<file path="src/rtl/adsb_dec_pkg.sv">
package adsb_dec_pkg;

    localparam int PRE_CHIPS = 16;
    localparam logic [PRE_CHIPS-1:0] PRE_PATTERN = 16'b1010_0001_0100_0000;

    typedef enum logic [0:0] {
        ST_HUNT   = 1'b0,
        ST_DECODE = 1'b1
    } dec_state_e;

endpackage

</file>
<file path="src/rtl/adsb_in_sync.sv">
module adsb_in_sync (
    input  logic clk,
    input  logic rst_n,
    input  logic async_in,
    output logic sync_out
);
    logic stage_q;

    always_ff @(posedge clk or negedge rst_n) begin
        if (!rst_n) begin
            stage_q  <= 1'b0;
            sync_out <= 1'b0;
        end else begin
            stage_q  <= async_in;
            sync_out <= stage_q;
        end
    end
endmodule

</file>
<file path="src/rtl/adsb_preamble_det.sv">
module adsb_preamble_det #(
    parameter int HALF  = 4,
    parameter int CHIPS = 16,
    parameter logic [CHIPS-1:0] PATTERN = 16'b1010_0001_0100_0000
) (
    input  logic clk,
    input  logic rst_n,
    input  logic din,
    output logic hit
);
    localparam int WIN = CHIPS * HALF;
    localparam int CW  = $clog2(HALF + 1);

    logic [WIN-1:0]   win_q;
    logic [CHIPS-1:0] level;

    // newest sample at bit 0; chip group g maps onto PATTERN[g]
    always_ff @(posedge clk or negedge rst_n) begin
        if (!rst_n) win_q <= '0;
        else        win_q <= {win_q[WIN-2:0], din};
    end

    for (genvar g = 0; g < CHIPS; g++) begin : g_vote
        logic [CW-1:0] ones;
        always_comb begin
            ones = '0;
            for (int s = 0; s < HALF; s++) begin
                ones = ones + CW'(win_q[g*HALF + s]);
            end
        end
        assign level[g] = (int'(ones) * 2) > HALF;
    end

    assign hit = (level == PATTERN);
endmodule

</file>
<file path="src/rtl/adsb_bit_slicer.sv">
module adsb_bit_slicer #(
    parameter int OSR = 8
) (
    input  logic clk,
    input  logic rst_n,
    input  logic en,
    input  logic din,
    output logic strobe,
    output logic bit_val,
    output logic bad
);
    localparam int HALF = OSR / 2;
    localparam int PW   = $clog2(OSR);
    localparam int CW   = $clog2(HALF + 1);

    logic [PW-1:0] phase_q;
    logic [CW-1:0] cnt_a_q, cnt_b_q, cnt_b_tot;

    assign cnt_b_tot = cnt_b_q + CW'(din);

    always_ff @(posedge clk or negedge rst_n) begin
        if (!rst_n) begin
            phase_q <= '0;
            cnt_a_q <= '0;
            cnt_b_q <= '0;
            strobe  <= 1'b0;
            bit_val <= 1'b0;
            bad     <= 1'b0;
        end else begin
            strobe <= 1'b0;
            if (!en) begin
                phase_q <= '0;
                cnt_a_q <= '0;
                cnt_b_q <= '0;
            end else if (phase_q == PW'(OSR - 1)) begin
                strobe  <= 1'b1;
                bit_val <= cnt_a_q > cnt_b_tot;
                bad     <= cnt_a_q == cnt_b_tot;
                phase_q <= '0;
                cnt_a_q <= '0;
                cnt_b_q <= '0;
            end else begin
                phase_q <= phase_q + 1'b1;
                if (phase_q < PW'(HALF)) cnt_a_q <= cnt_a_q + CW'(din);
                else                     cnt_b_q <= cnt_b_tot;
            end
        end
    end
endmodule

</file>
<file path="src/rtl/adsb_spi_tx.sv">
module adsb_spi_tx #(
    parameter int OSR = 8
) (
    input  logic clk,
    input  logic rst_n,
    input  logic tx_valid,
    input  logic tx_bit,
    output logic mosi,
    output logic sck,
    output logic cs_n
);
    localparam int HALF = OSR / 2;
    localparam int PW   = $clog2(OSR);

    logic          busy_q;
    logic [PW-1:0] phase_q;
    logic          mosi_q;

    always_ff @(posedge clk or negedge rst_n) begin
        if (!rst_n) begin
            busy_q  <= 1'b0;
            phase_q <= '0;
            mosi_q  <= 1'b0;
        end else if (tx_valid) begin
            busy_q  <= 1'b1;
            phase_q <= '0;
            mosi_q  <= tx_bit;
        end else if (busy_q) begin
            if (phase_q == PW'(OSR - 1)) begin
                busy_q  <= 1'b0;
                phase_q <= '0;
                mosi_q  <= 1'b0;
            end else begin
                phase_q <= phase_q + 1'b1;
            end
        end
    end

    assign mosi = mosi_q;
    assign sck  = busy_q && (phase_q >= PW'(HALF));
    assign cs_n = !busy_q;
endmodule

</file>
<file path="src/rtl/adsb_spi_decoder.sv">
module adsb_spi_decoder
    import adsb_dec_pkg::*;
#(
    parameter int OSR        = 8,
    parameter int FRAME_BITS = 112,
    parameter logic [PRE_CHIPS-1:0] PREAMBLE = PRE_PATTERN
) (
    input  logic clk,
    input  logic rst_n,
    input  logic rf_in,
    output logic spi_mosi,
    output logic spi_sck,
    output logic spi_cs_n
);
    localparam int HALF  = OSR / 2;
    localparam int CNT_W = $clog2(FRAME_BITS + 1);

    dec_state_e       state, state_nx;
    logic [CNT_W-1:0] bit_cnt;
    logic             rf_sync, pre_hit;
    logic             slc_strobe, slc_bit, slc_bad;
    logic             tx_valid;

    adsb_in_sync sync_i (
        .clk      (clk),
        .rst_n    (rst_n),
        .async_in (rf_in),
        .sync_out (rf_sync)
    );

    adsb_preamble_det #(
        .HALF    (HALF),
        .CHIPS   (PRE_CHIPS),
        .PATTERN (PREAMBLE)
    ) pre_i (
        .clk   (clk),
        .rst_n (rst_n),
        .din   (rf_sync),
        .hit   (pre_hit)
    );

    adsb_bit_slicer #(.OSR(OSR)) slc_i (
        .clk     (clk),
        .rst_n   (rst_n),
        .en      (state == ST_DECODE),
        .din     (rf_sync),
        .strobe  (slc_strobe),
        .bit_val (slc_bit),
        .bad     (slc_bad)
    );

    assign tx_valid = (state == ST_DECODE) && slc_strobe && !slc_bad;

    // state register
    always_ff @(posedge clk or negedge rst_n) begin
        if (!rst_n) state <= ST_HUNT;
        else        state <= state_nx;
    end

    // transitions: hunt->decode on preamble, decode->hunt on bad bit or full frame
    always_comb begin
        state_nx = state;
        unique case (state)
            ST_HUNT:   if (pre_hit) state_nx = ST_DECODE;
            ST_DECODE: if (slc_strobe && (slc_bad || bit_cnt == CNT_W'(FRAME_BITS - 1)))
                           state_nx = ST_HUNT;
        endcase
    end

    always_ff @(posedge clk or negedge rst_n) begin
        if (!rst_n)                   bit_cnt <= '0;
        else if (state_nx == ST_HUNT) bit_cnt <= '0;
        else if (tx_valid)            bit_cnt <= bit_cnt + 1'b1;
    end

    // outputs
    adsb_spi_tx #(.OSR(OSR)) tx_i (
        .clk      (clk),
        .rst_n    (rst_n),
        .tx_valid (tx_valid),
        .tx_bit   (slc_bit),
        .mosi     (spi_mosi),
        .sck      (spi_sck),
        .cs_n     (spi_cs_n)
    );
endmodule

</file>
<file path="config.mk">
export PLATFORM = sky130hd
export DESIGN_NAME = adsb_spi_decoder
export DESIGN_NICKNAME = d
export VERILOG_FILES = /design/src/rtl/adsb_dec_pkg.sv /design/src/rtl/adsb_in_sync.sv /design/src/rtl/adsb_preamble_det.sv /design/src/rtl/adsb_bit_slicer.sv /design/src/rtl/adsb_spi_tx.sv /design/src/rtl/adsb_spi_decoder.sv
export SDC_FILE = /design/constraint.sdc
export NUM_CORES = 1
export LEC_CHECK = 0
export BUFFER_PORTS_ARGS = -buffer_cell sky130_fd_sc_hd__buf_2
export CORE_AREA = 2 2 98 100
export DETAILED_ROUTE_END_ITERATION = 6
export DIE_AREA = 0 0 100 102
export GPL_ROUTABILITY_DRIVEN = 0
export PLACE_DENSITY = 0.75
export SYNTH_ARGS = -nofsm -noshare
export SYNTH_HDL_FRONTEND = slang
export SYNTH_SLANG_ARGS = --single-unit
</file>
<file path="constraint.sdc">
create_clock -name clk -period 3.95 [get_ports clk]
set_input_delay 0.5925 -clock clk [delete_from_list [all_inputs] [get_ports clk]]
set_output_delay 0.5925 -clock clk [all_outputs]
set_load 0.01 [all_outputs]
</file>
Word level (Yosys, flattened, before mapping) --
Cells that the tools add are included.
Storage, ports and cells: register bits 91, word-level logic and storage cells 130, input port bits 3, output and inout port bits 3
Cells by class: mux-type cells 24, add/subtract/negate cells 53, magnitude comparators 19, reduce and logical (&&, ||, !) cells 11, bitwise gates (word level) 1, equal/unequal tests 8
Operator list (number):
- 3-bit by 1-bit adder with 3-bit output | 34
- 4-bit by 3-bit > comparator with 1-bit output (second input constant) | 16
- 3-bit two-way mux | 11
- 1-bit by 1-bit adder with 2-bit output | 16
- 16-bit == test (second input constant) | 1
- 7-bit two-way mux | 2
- 1-bit two-way mux | 10
- 7-bit by 1-bit adder with 7-bit output (second input constant) | 1
- 7-bit == test (second input constant) | 1
- 3-bit by 1-bit adder with 3-bit output (second input constant) | 2
- 3-bit == test (second input constant) | 2
- 1-bit logical AND | 4
- 2-bit AND reduction | 2
- 2-bit nonzero test | 2
- 3-bit == test | 1
- 3-bit >= comparator (second input constant) | 1
- 3-bit > comparator | 1
- 3-bit less-than comparator (second input constant) | 1
- 3-bit by 1-bit != test with 1-bit output (second input constant) | 1
- 3-bit by 2-bit != test with 1-bit output (second input constant) | 1
- 1-bit logical NOT | 2
- 2-bit by 1-bit != test with 1-bit output (second input constant) | 1
- 1-bit one-hot mux with 2 select lines | 1
- 1-bit logical OR | 1
- 1-bit inverter | 1

Depth between registers and ports, before layout --
depth in word-level cells 8, depth in mapped cells 10

Hierarchy --
A second synthesis with hierarchy kept.
Unflattened totals: cells, all modules 358, area total of the unflattened synthesis 4337.9 µm²
By module, submodules not included:
- adsb_preamble_det | instances 1, area each 2990.4 µm², seq. area each 1601.5 µm², cells an instance 236
- adsb_bit_slicer | instances 1, area each 625.6 µm², seq. area each 300.3 µm², cells an instance 57
- adsb_spi_decoder | instances 1, area each 426.7 µm², seq. area each 200.2 µm², cells an instance 42
- adsb_spi_tx | instances 1, area each 245.2 µm², seq. area each 125.1 µm², cells an instance 21
- adsb_in_sync | instances 1, area each 50.0 µm², seq. area each 50.0 µm², cells an instance 2

Worst setup path after synthesis --
OpenSTA, ideal clock, no wires.
kind register to register, start reg pre_i.win_q[44], end reg bit_cnt[0], period minus slack after synthesis 2296 ps, arrival time 2214 ps, buffers on the path 0, cell stages (with the launch flop) 10, data required time 3868 ps, slack 1654 ps, library setup time 82 ps, path through dfrtp_1 > ha_1 > inv_1 > fa_1 > ha_1 > and3b_2 > o22ai_1 > nor4_4 > a31oi_4 > nor3_2
Between the ends: word-level cells in the longest chain between the ends 8, elaborated cells between the ends (all ways) 9
RTL lines:
- start: declaration | RTL line adsb_preamble_det.sv:14 | logic [WIN-1:0] win_q;
- start signal: assignment | RTL line adsb_preamble_det.sv:20 | else win_q <= {win_q[WIN-2:0], din};
- 1-bit by 1-bit adder with 2-bit output * | RTL line adsb_preamble_det.sv:28 | ones = ones + CW'(win_q[g*HALF + s]);
- 3-bit by 1-bit adder with 3-bit output * (2 in a row) | RTL line adsb_preamble_det.sv:28
- 4-bit by 3-bit > comparator with 1-bit output * | RTL line adsb_preamble_det.sv:31 | assign level[g] = (int'(ones) * 2) > HALF;
- 16-bit == test * | RTL line adsb_preamble_det.sv:34 | assign hit = (level == PATTERN);
- 1-bit two-way mux * | RTL line adsb_spi_decoder.sv:64 | ST_HUNT: if (pre_hit) state_nx = ST_DECODE;
- 1-bit one-hot mux with 2 select lines * | RTL line adsb_spi_decoder.sv:63 | unique case (state)
- 2-bit by 1-bit != test with 1-bit output (no line) / 7-bit two-way mux (equally long branches)
- end signal: assignment | RTL line adsb_spi_decoder.sv:73 | else if (tx_valid) bit_cnt <= bit_cnt + 1'b1;
- end: declaration | RTL line adsb_spi_decoder.sv:19 | logic [CNT_W-1:0] bit_cnt;
Mark *: on every way between the ends. The rest lies on a longest branch, timed or not. A chain may end at the register's enable or synchronous reset.

Worst setup path in the final report --
start reg pre_i.win_q[4], end reg bit_cnt[5]
The elaborated chain is that of the path after synthesis.

==> flow_summary_export.csv <==
group,metric,value,unit
clocking,cts.clk_slew.worst_paths,0.09,ns
critical_path,reg2reg_from,"pre_i.win_q[4]$_DFF_PN0_",
drt,wire_per_inst,12.5,um
cells_and_area,fin_util,52.8,%
drt,drt-total-wl,6150,um
pwr,leakagePower,2.45,nW
sta,min_period_over_period,65.0,%
synth,synth_cells,362,
min_path,hold_path_class,"primary input to asynchronous set/reset pin",
synth,syn-num-nets,441,
drt,drtIter0Drc,94,
sta,min_period,2.57,ns
clocking,cts_max_level,3,
synth,synth_area,4420,um^2
pwr,powerDensity,378,nW/um^2
synth,synth.ff_latch_count,91,
pwr,power,1.82,mW
clocking,post_cts_resized,0,
global_routing,antenna_found_initial,0,
sta,slew_viol_final,0,
pwr,vdd_drop_max,0.000166,V
critical_path,cp_max_fo,8,
critical_path,cp_data_arrival_time,2.84,ns
placement,io_buffers,5,
drt,drc_errors,0,
sta,slew_headroom,43.8,%
cells_and_area,multi_input_area,1760,um^2
drt,drt-vias-per-instance,4.74,
run_status,status,"finished clean",
sta,fin_skew,0.00931,ns
floorplan,die_w,100,um
global_routing,grtUsageMet2,22.6,%
cells_and_area,areaGrowthSynthToFinish,8.74,%
global_routing,grt_busiest_layer,"met2",
clocking,clockBufferDepth,2,
drt,vias,2335,
placement,placed_area,4580,um^2
global_routing,grtUsageTotal,14.0,%
floorplan,die_area,10200,um^2
synth,ys_types,36,
cells_and_area,drive_above_1_share,9.42,%
synth,ys_seq_area_share,51.5,%
drt,drtAntennaViolNets,0,
placement,dpl.hpwl,4540,um
floorplan,pin_count,6,
cells_and_area,seqCellArea,2280,um^2
global_routing,gr-total-overflow,0,
synth,synth-edff-count,0,
global_routing,use_met1,18.1,%
global_routing,grt_pass1_wl,11200,um
cells_and_area,fillers,732,
synth,ys_warn_count,0,
critical_path,worstSetupStartpointType,"flop",
critical_path,worstSetupEndpointType,"flop",
cells_and_area,antenna_cells,0,
cells_and_area,layout_common_cells,"inv_1, dfrtp_1, ha_1, fa_1, nand2_1",
sta,grt_setup_unrepaired,"false",
synth,synthArstFlopShare,100,%
clocking,cts_tree,"yes",
critical_path,cp.required,4.22,ns
cells_and_area,final_common_cell,"inv_1",
clocking,cts_root_buf,"clkbuf_8",
drt,firstDrtPassIters,4,
sta,setup_tns,0,ns
floorplan,rows,35,
clocking,clock_latency,0.35,ns
synth,syn_avg_cell_area,12.2,um^2
sta,max_freq,390,MHz
sta,tightest_slew,0.843,ns
cells_and_area,layout.nets,456,
global_routing,grt_max_degree,69,
global_routing,use_met3,3.90,%
floorplan,chipHeight,102,um
job,cap_violations,0,
clocking,cts_buffers,9,
synth,synth-main-ff-cell,"dfrtp_1",
global_routing,grt_pass1_vias,2517,
clocking,post_cts_buffers,0,
critical_path,crit_start,"pre_i.win_q[4]$_DFF_PN0_",
critical_path,critPathKind,"flop to flop",
clocking,clock_sinks,91,
sta,hold_viol_final,0,
floorplan,core,9110,um^2
clocking,holdBufCountCts,0,
cells_and_area,fin_area,4810,um^2
floorplan,start_util,48.6,%
sta,finalSetupViolations,0,
## Yosys cell counts (2+ instances only)
cell	number	area (um^2)
a31oi_1	7	43.8
fa_1	16	320
and3b_2	3	30.0
inv_1	95	357
ha_1	60	751
dfrtp_1	91	2280
o22ai_1	3	18.8
xor2_1	3	26.3
nor3_2	7	70.1
o211ai_1	2	15.0
o21ai_0	5	25.0
mux2i_1	4	40.0
nor2b_1	3	18.8
and3b_1	3	26.3
a21oi_1	3	15.0
nand2_1	14	52.6
nand2b_1	3	18.8
nand4_1	3	18.8
nor4_4	2	42.5
nand3b_1	3	22.5
and2_1	4	25.0
xnor2_1	5	43.8
nor2_1	10	37.5
## routing by layer
metal / share of wire [%] / up-vias
met5: 0 / -
met4: 1.8 / 0
met3: 2.5 / 10
met2: 48 / 14
met1: 47 / 1157
li1: - / 1154
## layout make-up
class	count	area share, %
clock inverters	3	1.43
flip-flops and latches	91	47.3
multi-input cells	173	36.6
inverters	96	7.75
well taps	111	2.89
repair buffers	6	0.728
clock buffers	13	3.30
## worst max-delay path: stages (launching register included)
cell,delay (ns)
dfrtp_1,0.39
ha_1,0.28
inv_1,0.05
fa_1,0.38
ha_1,0.29
a31oi_1,0.08
nor4_1,0.54
a31oi_4,0.26
nor3_2,0.21
## per-stage QoR
step	hold WS, ns	setup WS [ns]	instances
6_report	0.339	1.38	493
5_1_grt	0.316	1.19	493
4_1_cts	0.323	1.36	493
3_5_place_dp	0.335	1.39	477
3_3_place_gp	0.332	1.47	477
2_1_floorplan	0.297	1.65	362
## worst paths after layout
| kind | slack, ns | to | cells after the start |
|---|---|---|---|
| setup / recovery | 1.38 | bit_cnt[5]$_DFFE_PN0P_ | 8 |
| hold / removal | 0.34 | tx_i.busy_q$_DFF_PN0_ | 1 |
| setup reg to reg | 1.38 | bit_cnt[5]$_DFFE_PN0P_ | 8 |
| hold reg to reg | 0.35 | sync_i.sync_out$_DFF_PN0_ | 0 |
| max in group asynchronous | 2.75 | pre_i.win_q[20]$_DFF_PN0_ | 2 |
| min in group clk | 0.34 | sync_i.stage_q$_DFF_PN0_ | 1 |
## kinds of logic after synthesis
group | synth area share (%)
buffers and inverters | 8.77
flip-flops | 51.5
adder cells (fa/ha/maj) | 24.2
AND/OR/NAND/NOR | 9.11
AO/OA/AOI/OAI | 3.93
XOR/XNOR | 1.58
multiplexers | 0.905
## registers in the layout, summed over array words and instances (netlist names)
signal           cells
sync_i.stage_q       1
slc_i.cnt_b_q        3
tx_i.mosi            1
slc_i.strobe         1
tx_i.phase_q         3
pre_i.win_q         64
slc_i.bad            1
bit_cnt              7
tx_i.busy_q          1
slc_i.bit_val        1
slc_i.phase_q        3
state                1
slc_i.cnt_a_q        3
sync_i.sync_out      1
## report_power, final
part           internal (mW)  switching (mW)
clock network          0.394           0.311
logic                 0.0564          0.0858
registers              0.957          0.0147
total                   1.41           0.412
Power figures use the tool's default switching activity.
